===== config.mk =====
export PLATFORM = sky130hd
export DESIGN_NAME = fmem_sdram_ctrl
export DESIGN_NICKNAME = d
export VERILOG_FILES = /design/src/rtl/fmem_pkg.sv /design/src/rtl/fmem_addr_map.sv /design/src/rtl/fmem_refresh_tmr.sv /design/src/rtl/fmem_sdram_ctrl.sv
export SDC_FILE = /design/constraint.sdc
export NUM_CORES = 1
export LEC_CHECK = 0
export ABC_AREA = 1
export BUFFER_PORTS_ARGS = -buffer_cell sky130_fd_sc_hd__buf_2
export CAP_MARGIN = 10
export CORE_ASPECT_RATIO = 2
export CORE_MARGIN = 2
export CORE_UTILIZATION = 48
export CTS_CLUSTER_DIAMETER = 40
export DETAILED_ROUTE_END_ITERATION = 8
export MAX_ROUTING_LAYER = met4
export PLACE_DENSITY = 0.83
export SLEW_MARGIN = 20
export SYNTH_ARGS = -nofsm -noshare
export SYNTH_HDL_FRONTEND = slang
export SYNTH_HIERARCHICAL = 1
export SYNTH_SLANG_ARGS = --single-unit

===== constraint.sdc =====
create_clock -name clk -period 1.71 [get_ports clk]
set_input_delay 0.2565 -clock clk [delete_from_list [all_inputs] [get_ports clk]]
set_output_delay 0.2565 -clock clk [all_outputs]
set_load 0.1 [all_outputs]

===== src/rtl/fmem_pkg.sv =====
package fmem_pkg;

  // {ras_n, cas_n, we_n}
  typedef enum logic [2:0] {
    CMD_MRS = 3'b000,
    CMD_REF = 3'b001,
    CMD_PRE = 3'b010,
    CMD_ACT = 3'b011,
    CMD_WR  = 3'b100,
    CMD_RD  = 3'b101,
    CMD_NOP = 3'b111
  } sd_cmd_e;

  typedef enum logic [3:0] {
    S_PWR, S_IPRE, S_IREF1, S_IREF2, S_IMRS,
    S_IDLE, S_ACT, S_RD, S_WR, S_TERM1, S_TERM2, S_DONE,
    S_REF, S_BERR
  } fsm_e;

  localparam int CAS_LAT = 2;

endpackage


===== src/rtl/fmem_addr_map.sv =====
module fmem_addr_map #(
  parameter int                ADDR_W   = 32,
  parameter logic [ADDR_W-1:0] WIN_BASE = 32'h0800_0000,
  parameter int                WIN_BITS = 27,
  parameter int                ROW_W    = 13,
  parameter int                BANK_W   = 2,
  parameter int                COL_W    = 9
) (
  input  logic [ADDR_W-1:0] addr,
  input  logic [1:0]        siz,
  output logic              in_win,
  output logic              populated,
  output logic [ROW_W-1:0]  row,
  output logic [BANK_W-1:0] bank,
  output logic [COL_W-1:0]  col,
  output logic [3:0]        byte_mask
);
  localparam int LW_W     = COL_W + BANK_W + ROW_W;
  localparam int POP_BITS = LW_W + 2;

  logic [LW_W-1:0] lw;
  logic [2:0]      first_b;
  logic [2:0]      span;
  logic [2:0]      stop_b;

  assign lw     = addr[POP_BITS-1:2];
  assign col    = lw[COL_W-1:0];
  assign bank   = lw[COL_W +: BANK_W];
  assign row    = lw[COL_W+BANK_W +: ROW_W];
  assign in_win = (addr[ADDR_W-1:WIN_BITS] == WIN_BASE[ADDR_W-1:WIN_BITS]);

  generate
    if (WIN_BITS > POP_BITS) begin : g_partial
      assign populated = ~|addr[WIN_BITS-1:POP_BITS];
    end else begin : g_full
      assign populated = 1'b1;
    end
  endgenerate

  // Mask bit 3-k covers byte offset k (offset 0 = bits 31:24).
  always_comb begin
    first_b = {1'b0, addr[1:0]};
    span    = (siz == 2'b00) ? 3'd4 : {1'b0, siz};
    stop_b  = first_b + span;
    for (int k = 0; k < 4; k++) begin
      byte_mask[3-k] = !((3'(k) >= first_b) && (3'(k) < stop_b));
    end
  end

endmodule


===== src/rtl/fmem_refresh_tmr.sv =====
module fmem_refresh_tmr #(
  parameter int REF_INT = 780
) (
  input  logic clk,
  input  logic rst,
  input  logic ack,
  output logic pending
);
  localparam int CNT_W = $clog2(REF_INT);

  logic [CNT_W-1:0] cnt;

  always_ff @(posedge clk) begin
    if (rst) begin
      cnt     <= '0;
      pending <= 1'b0;
    end else if (cnt == CNT_W'(REF_INT - 1)) begin
      cnt     <= '0;
      pending <= 1'b1;
    end else begin
      cnt <= cnt + 1'b1;
      if (ack) pending <= 1'b0;
    end
  end

endmodule


===== src/rtl/fmem_sdram_ctrl.sv =====
module fmem_sdram_ctrl
  import fmem_pkg::*;
#(
  parameter int                ADDR_W   = 32,
  parameter logic [ADDR_W-1:0] WIN_BASE = 32'h0800_0000,
  parameter int                WIN_BITS = 27,
  parameter int                ROW_W    = 13,
  parameter int                BANK_W   = 2,
  parameter int                COL_W    = 9,
  parameter int                SDA_W    = 13,
  parameter int                INIT_CYC = 10000,
  parameter int                REF_INT  = 780,
  parameter int                T_RCD    = 2,
  parameter int                T_RP     = 2,
  parameter int                T_RFC    = 7,
  parameter int                T_MRD    = 2,
  parameter int                T_WR     = 2
) (
  input  logic              clk,
  input  logic              rst,
  input  logic [ADDR_W-1:0] cpu_addr,
  input  logic              cpu_as_n,
  input  logic              cpu_rw,
  input  logic [1:0]        cpu_siz,
  input  logic [31:0]       cpu_wdata,
  output logic [31:0]       cpu_rdata,
  output logic              cpu_sterm_n,
  output logic              cpu_berr_n,
  output logic              sd_cke,
  output logic              sd_cs_n,
  output logic              sd_ras_n,
  output logic              sd_cas_n,
  output logic              sd_we_n,
  output logic [BANK_W-1:0] sd_ba,
  output logic [SDA_W-1:0]  sd_a,
  output logic [3:0]        sd_dqm,
  output logic [31:0]       sd_dq_o,
  output logic              sd_dq_oe,
  input  logic [31:0]       sd_dq_i
);
  localparam int DLY_W = $clog2(T_RFC + T_RP + T_RCD + T_WR + T_MRD + CAS_LAT + 1);
  localparam int PWR_W = $clog2(INIT_CYC + 1);
  localparam logic [SDA_W-1:0] MODE_WORD = SDA_W'(32'h20);  // BL1, sequential, CL2
  localparam logic [SDA_W-1:0] ALL_BANKS = SDA_W'(32'h400); // A10

  logic              m_in_win, m_pop;
  logic [ROW_W-1:0]  m_row;
  logic [BANK_W-1:0] m_bank;
  logic [COL_W-1:0]  m_col;
  logic [3:0]        m_mask;
  logic              ref_pend, ref_ack;

  fsm_e              state;
  sd_cmd_e           cmd_q;
  logic [DLY_W-1:0]  dly;
  logic [PWR_W-1:0]  pwr_cnt;
  logic [COL_W-1:0]  col_q;
  logic [3:0]        mask_q;
  logic [31:0]       wdata_q;
  logic              rd_q;

  fmem_addr_map #(
    .ADDR_W(ADDR_W), .WIN_BASE(WIN_BASE), .WIN_BITS(WIN_BITS),
    .ROW_W(ROW_W), .BANK_W(BANK_W), .COL_W(COL_W)
  ) u_map (
    .addr(cpu_addr), .siz(cpu_siz), .in_win(m_in_win), .populated(m_pop),
    .row(m_row), .bank(m_bank), .col(m_col), .byte_mask(m_mask)
  );

  fmem_refresh_tmr #(.REF_INT(REF_INT)) u_ref (
    .clk(clk), .rst(rst), .ack(ref_ack), .pending(ref_pend)
  );

  assign {sd_ras_n, sd_cas_n, sd_we_n} = cmd_q;

  always_ff @(posedge clk) begin
    if (rst) begin
      state       <= S_PWR;
      cmd_q       <= CMD_NOP;
      dly         <= '0;
      pwr_cnt     <= '0;
      col_q       <= '0;
      mask_q      <= '1;
      wdata_q     <= '0;
      rd_q        <= 1'b1;
      cpu_rdata   <= '0;
      cpu_sterm_n <= 1'b1;
      cpu_berr_n  <= 1'b1;
      sd_cke      <= 1'b0;
      sd_cs_n     <= 1'b1;
      sd_ba       <= '0;
      sd_a        <= '0;
      sd_dqm      <= '1;
      sd_dq_o     <= '0;
      sd_dq_oe    <= 1'b0;
      ref_ack     <= 1'b0;
    end else begin
      cmd_q    <= CMD_NOP;
      sd_dq_oe <= 1'b0;
      ref_ack  <= 1'b0;
      sd_cke   <= 1'b1;
      sd_cs_n  <= 1'b0;
      case (state)
        S_PWR: begin
          if (pwr_cnt == PWR_W'(INIT_CYC - 1)) begin
            cmd_q <= CMD_PRE;
            sd_a  <= ALL_BANKS;
            dly   <= DLY_W'(T_RP - 1);
            state <= S_IPRE;
          end else begin
            pwr_cnt <= pwr_cnt + 1'b1;
          end
        end
        S_IPRE, S_IREF1: begin
          if (dly != '0) dly <= dly - 1'b1;
          else begin
            cmd_q <= CMD_REF;
            dly   <= DLY_W'(T_RFC - 1);
            state <= (state == S_IPRE) ? S_IREF1 : S_IREF2;
          end
        end
        S_IREF2: begin
          if (dly != '0) dly <= dly - 1'b1;
          else begin
            cmd_q <= CMD_MRS;
            sd_a  <= MODE_WORD;
            dly   <= DLY_W'(T_MRD - 1);
            state <= S_IMRS;
          end
        end
        S_IMRS, S_REF: begin
          if (dly != '0) dly <= dly - 1'b1;
          else state <= S_IDLE;
        end
        S_IDLE: begin
          if (ref_pend) begin
            cmd_q   <= CMD_REF;
            ref_ack <= 1'b1;
            dly     <= DLY_W'(T_RFC - 1);
            state   <= S_REF;
          end else if (!cpu_as_n && m_in_win) begin
            if (!m_pop) begin
              cpu_berr_n <= 1'b0;
              state      <= S_BERR;
            end else begin
              cmd_q   <= CMD_ACT;
              sd_ba   <= m_bank;
              sd_a    <= SDA_W'(m_row);
              col_q   <= m_col;
              mask_q  <= m_mask;
              wdata_q <= cpu_wdata;
              rd_q    <= cpu_rw;
              dly     <= DLY_W'(T_RCD - 1);
              state   <= S_ACT;
            end
          end
        end
        S_ACT: begin
          if (dly != '0) dly <= dly - 1'b1;
          else begin
            sd_a <= SDA_W'(col_q);
            if (rd_q) begin
              cmd_q  <= CMD_RD;
              sd_dqm <= 4'b0000;
              dly    <= DLY_W'(CAS_LAT);
              state  <= S_RD;
            end else begin
              cmd_q    <= CMD_WR;
              sd_dqm   <= mask_q;
              sd_dq_o  <= wdata_q;
              sd_dq_oe <= 1'b1;
              dly      <= DLY_W'(T_WR);
              state    <= S_WR;
            end
          end
        end
        S_RD, S_WR: begin
          if (dly != '0) dly <= dly - 1'b1;
          else begin
            if (state == S_RD) cpu_rdata <= sd_dq_i;
            cmd_q       <= CMD_PRE;
            sd_a        <= '0;
            cpu_sterm_n <= 1'b0;
            dly         <= DLY_W'(T_RP - 1);
            state       <= S_TERM1;
          end
        end
        S_TERM1: begin
          if (dly != '0) dly <= dly - 1'b1;
          state <= S_TERM2;
        end
        S_TERM2: begin
          if (dly != '0) dly <= dly - 1'b1;
          cpu_sterm_n <= 1'b1;
          state       <= S_DONE;
        end
        S_DONE: begin
          if (dly != '0) dly <= dly - 1'b1;
          else if (cpu_as_n) state <= S_IDLE;
        end
        S_BERR: begin
          if (cpu_as_n) begin
            cpu_berr_n <= 1'b1;
            state      <= S_IDLE;
          end
        end
        default: state <= S_IDLE;
      endcase
    end
  end

endmodule


## After elaboration in Yosys (flattened, before gate mapping)

Index checks and enable logic that the tools add are counted.

| operators by class | value |
|---|---|
| add/subtract/negate cells | 4 |
| reduce and logical (&&, ||, !) cells | 35 |
| bitwise gates (word level) | 7 |
| equal/unequal tests | 31 |
| multiplexer cells | 56 |
| order comparisons | 7 |

Operator list:

| kind | number |
|---|---|
| 13-bit 2-to-1 mux | 7 |
| 13-bit one-hot mux with 5 select lines | 1 |
| 4-bit 2-to-1 mux | 13 |
| 4-bit one-hot mux with 11 select lines | 1 |
| 5-bit 2-to-1 mux | 8 |
| 5-bit one-hot mux with 6 select lines | 1 |
| 4-bit equality test, second input constant | 6 |
| 3-bit 2-to-1 mux | 8 |
| 2-bit inequality test, second input constant | 12 |
| 3-bit one-hot mux with 6 select lines | 1 |
| 4-bit by 3-bit equality test with 1-bit output, second input constant | 4 |
| 8-bit AND reduction | 2 |
| 14-bit by 1-bit adder with 14-bit output, second input constant | 1 |
| 14-bit equality test, second input constant | 1 |
| 1-bit 2-to-1 mux | 13 |
| 10-bit by 1-bit adder with 10-bit output, second input constant | 1 |
| 10-bit equality test, second input constant | 1 |
| 5-bit AND reduction | 2 |
| 5-bit nonzero test | 2 |
| 2-bit OR reduction | 5 |
| 4-bit by 2-bit equality test with 1-bit output, second input constant | 2 |
| 1-bit NOT | 7 |
| 1-bit by 3-bit < comparator with 1-bit output, first input constant | 2 |
| 2-bit by 3-bit < comparator with 1-bit output, first input constant | 2 |
| other kinds (21) | 37 |

| storage, ports and cells | value |
|---|---|
| input bits | 102 |
| output and inout port bits | 91 |
| register bits | 172 |

## Longest topological paths before layout

| logic depth | value |
|---|---|
| word-level depth | 6 |
| depth in mapped cells | 14 |

## Hierarchy

Netlist, hierarchy kept.

By module, submodules not included:

| module | cells each | area each (µm²) | times used | seq. area each (µm²) |
|---|---|---|---|---|
| fmem_sdram_ctrl | 906 | 6572.6 | 1 | 3223.1 |
| fmem_refresh_tmr | 78 | 543.0 | 1 | 220.2 |
| fmem_addr_map | 46 | 301.5 | 1 | 0.0 |

## Worst setup path before layout

Ideal clock, no wire load.

| path | value |
|---|---|
| kind | register -> register |
| start point | register pwr_cnt[0] |
| end point | register sd_a[10] |
| slack | -0.029 ns |
| clock period less this slack | 1.739 ns |
| library setup time | 0.065 ns |
| arrival time | 1.674 ns |
| stages on the path, launching flop included | 11 |
| cells stage by stage | dfxtp_1 > ha_1 > nand3_1 > nor2_1 > nand2_1 > a21oi_2 > inv_1 > nor2_2 > buf_6 > nor2_1 > nor2_1 |

| between the ends | value |
|---|---|
| longest elaborated chain between the ends | 3 |

RTL lines:

| what | line | text |
|---|---|---|
| from (decl) | fmem_sdram_ctrl.sv:56 | `logic [PWR_W-1:0] pwr_cnt;` |
| from (signal assigned) | fmem_sdram_ctrl.sv:111 | `pwr_cnt <= pwr_cnt + 1'b1;` |
| 14-bit equality test | fmem_sdram_ctrl.sv:105 | `if (pwr_cnt == PWR_W'(INIT_CYC - 1)) begin` |
| 2-bit inequality test (no source line) | -- |  |
| 8-bit AND reduction (no source line) | -- |  |
| to (signal assigned) | fmem_sdram_ctrl.sv:148 | `sd_a <= SDA_W'(m_row);` |
| to (signal assigned) | fmem_sdram_ctrl.sv:161 | `sd_a <= SDA_W'(col_q);` |
| to (decl) | fmem_sdram_ctrl.sv:35 | `output logic [SDA_W-1:0] sd_a,` |

Every way passes these cells.
A chain may end at the register's enable or synchronous reset.

## Worst setup path in the final report

| path | value |
|---|---|
| start point | register pwr_cnt[0] |
| end point | register cmd_q[0] |

| between the ends | value |
|---|---|
| longest elaborated chain between the ends | 3 |

RTL lines:

| what | line | text |
|---|---|---|
| 14-bit equality test | fmem_sdram_ctrl.sv:105 |  |
| 3-bit 2-to-1 mux | fmem_sdram_ctrl.sv:105 |  |
| 3-bit one-hot mux with 6 select lines | fmem_sdram_ctrl.sv:103 | `case (state)` |
| to (signal assigned) | fmem_sdram_ctrl.sv:98 | `cmd_q <= CMD_NOP;` |
| to (signal assigned) | fmem_sdram_ctrl.sv:106 | `cmd_q <= CMD_PRE;` |
| to (signal assigned) | fmem_sdram_ctrl.sv:117 | `cmd_q <= CMD_REF;` |
| to (decl) | fmem_sdram_ctrl.sv:54 | `sd_cmd_e cmd_q;` |

Every way passes these cells.

==> results_dict.tcl <==
set metrics [dict create \
    status "complete, no violations" \
    nFillCells 1356 \
    wl_per_cell_um 14.0 \
    path_clk_slew_ns 0.06 \
    postRouteAntennaNets 0 \
    slowest_delay_ns 0.35 \
    dr.pass1.iters 5 \
    relSlewSlack_pct 65.7 \
    dpl_cell_area_mm2 0.00885 \
    layout_commonest_cell "buf_2" \
    clock_latency_ns 0.41 \
    cp.arrival_ns 1.94 \
    grt_pass1_wl_um 32400 \
    fmax_ghz 0.605 \
    path_max_fanout 3 \
    drc 0 \
    vias 7445 \
    layout_common_cells "buf_2, nand2_1, dfxtp_1" \
    r2r_end "cmd_q[0]" \
    dpl_worst_slack_ns -0.123 \
    hold_path_class "input port to register" \
    synth_area_per_cell_um2 7.20 \
    fp.dieH_um 180 \
    drv_slew 0 \
    finalPower_w 0.0136 \
    vdd_drop_max_v 0.000905 \
    fp.coreArea_mm2 0.0152 \
    track_usage_pct 25.0 \
    root_buffer "clkbuf_16" \
    min-delay-start "sd_dq_i[8]" \
    numCtsBuffers 17 \
    stdcell_area_mm2 0.00953 \
    r2r.worst_path.cells 9 \
    setup_tns_ns 0 \
    antenna_found_initial 0 \
    rows 64 \
    antenna_cells 0 \
    numPortBuffers 192 \
    setup_ws_ns 0.0564 \
    crit_path_top_delay_cell "dfxtp_1" \
    r2r-start "pwr_cnt[0]" \
    period_minus_slack_ns 1.65 \
    synthCells 1030 \
    path_buf_inv 2 \
    path_cells "ha_2, nand3_1, nor2_2, nand2_1, a21oi_2, inv_2, buf_4, nor2_2, nand4_1" \
    endpoint_kind "register" \
    worst_hold_path.endpoint "cpu_rdata[8]" \
    wirelength_um 20300 \
    nNetsFinal 1351 \
    worstSetupStartpointType "register" \
    ys_seq_area_share_pct 46.4 \
    gp_congestion 0.978 \
    grt_pass1_vias 7126 \
    fp.dieW_um 91.9 \
    tightest_slew_ns 0.517 \
    dpl.hpwl_um 14800 \
    power_density_mw_per_mm2 1420 \
    finClkSkew_ns 0.00556 \
    syn2layout_area_growth_pct 28.5 \
    hold_path_depth 3 \
    critPathKind "register to register" \
    drive_gt1_share_pct 27.8 \
    ctsHoldBuffers 0 \
    finalCoreUtilization_pct 62.6 \
    synth.distinct_cells 38 \
    setup_viol 0 \
    synth_area_mm2 0.00742 \
    die_area_mm2 0.0165 \
    first_iter_violations 312 \
    cts_tree "yes" \
    viasPerCell 5.13 \
    rsz0062_at_grt "true" \
    htreeDepth 4 \
    cts_buffer_depth 2 \
    synth_seq_cells 172 \
    finalHoldViolations 0 \
    syn-num-nets 1137 \
    drv_cap 0 \
    period_share_pct 96.7 \
    ff2ff_setup_slack_ns 0.06 \
    io_pins 193 \
    initial_utilization_pct 48.8 \
    p_leak_nw 4.44 \
    cpMostUsedCell "nor2_2" \
    yosysWarnings 6 \
    cp.required_ns 2.00 \
    overflow 0 \
    path_delay_family "simple AND/OR/NAND/NOR gates" \
    cts_sinks 172 \
    grt_start_max_net_pins 56 \
]
## worst min-delay path, stage by stage
cell and delay [ns]:
buf_2 0.07, nor2_1 0.03, nor2_1 0.08
## worst max-delay path by stage
stage	endpoint	slack [ns]	cells after the start	startpoint
after floorplan	sd_a[10]	0.02	10	pwr_cnt[0]
after global placement	sd_a[9]	-0.09	14	cpu_addr[30]
after detailed placement	state[1]	-0.12	14	cpu_addr[30]
after CTS	sd_dq_o[19]	0.001	8	state[2]
after global routing	state[1]	-0.02	10	dly[1]
final	cmd_q[0]	0.06	9	pwr_cnt[0]
## cell type report
type                    count  area, µm²  area share [%]
clock inverters             9       76.3           0.801
flip-flops and latches    172       3450            36.2
well taps                 198        248            2.60
repair buffers            266       1650            17.3
inverters                 110        414            4.34
multi-input cells         677       3260            34.2
clock buffers              20        437            4.58
## state kept, by name, indices dropped and copies added (netlist names), 3 cells and up
name	count
wdata_q	32
sd_a	13
state	4
mask_q	4
u_ref/cnt	10
col_q	9
sd_dqm	4
dly	5
sd_dq_o	32
cmd_q	3
cpu_rdata	32
pwr_cnt	14
## synth_stat cells
| library cell | instances | area share [%] |
|---|---|---|
| a21oi_1 | 96 | 6.5 |
| a21oi_2 | 1 | 0.12 |
| a21oi_4 | 1 | 0.22 |
| and2_1 | 1 | 0.084 |
| buf_1 | 2 | 0.10 |
| buf_2 | 9 | 0.61 |
| buf_4 | 27 | 2.7 |
| buf_6 | 1 | 0.15 |
| clkbuf_1 | 33 | 1.7 |
| clkinv_1 | 1 | 0.051 |
| dfxtp_1 | 172 | 46 |
| fa_1 | 1 | 0.27 |
| ha_1 | 4 | 0.67 |
| inv_1 | 101 | 5.1 |
| inv_2 | 8 | 0.40 |
| nand2_1 | 172 | 8.7 |
| nand2_2 | 2 | 0.17 |
| nand2_4 | 1 | 0.15 |
| nand3_1 | 36 | 2.4 |
| nand3_2 | 2 | 0.27 |
| nand3b_1 | 1 | 0.10 |
| nand3b_2 | 1 | 0.15 |
| nand4_1 | 28 | 2.4 |
| nor2_1 | 160 | 8.1 |
| nor2_2 | 12 | 1.0 |
| nor2_4 | 3 | 0.46 |
| nor3_1 | 7 | 0.47 |
| nor4_1 | 1 | 0.084 |
| o2111ai_1 | 1 | 0.12 |
| o211ai_1 | 2 | 0.20 |
| o21a_1 | 1 | 0.10 |
| o21ai_0 | 127 | 8.6 |
| o21ai_1 | 5 | 0.34 |
| o21ai_2 | 1 | 0.12 |
| or2_1 | 1 | 0.084 |
| or2_2 | 1 | 0.084 |
| xnor2_1 | 3 | 0.35 |
| xor2_1 | 4 | 0.47 |
## what timing repair did
item | 4_1_cts | 5_1_grt
cloned | 1 | 2
buffers inserted | 1 | 1
pin swaps | 1 | 9
endpoints found under the setup margin | 51 | 101
gates resized for setup | 5 | 27
## layer usage
layer	track usage, %	share of wire, %
met2	46.1	56
met5	-	0
met3	3.86	3.3
met1	23.5	35
met4	15.3	5.7
## metrics by stage
stage | hold slack (ns) | std cells
after floorplan | 0.284 | 1030
final | 0.0627 | 1452
after CTS | 0.0495 | 1450
after global placement | 0.430 | 1419
after global routing | 0.0562 | 1452
after detailed placement | 0.435 | 1419
## kinds of logic (layout without fill, tap and decap cells)
| kind of cell | after synthesis | after routing | synth area share (%) |
|---|---|---|---|
| buffers and inverters | 182 | 405 | 10.8 |
| AND/OR/NAND/NOR | 429 | 430 | 24.7 |
| XOR/XNOR | 7 | 7 | 0.827 |
| AO/OA/AOI/OAI | 235 | 235 | 16.3 |
| flip-flops | 172 | 172 | 46.4 |
| adder cells (fa/ha/maj) | 5 | 5 | 0.945 |
## where the power goes
part	leakage [nW]	switching (W)	internal (W)	total, W
Combinational	2.79	0.00367	0.00193	0.00561
Clock	0.255	0.00148	0.00196	0.00344
Sequential	1.39	0.000200	0.00431	0.00451
(Power assumes the default switching activity.)
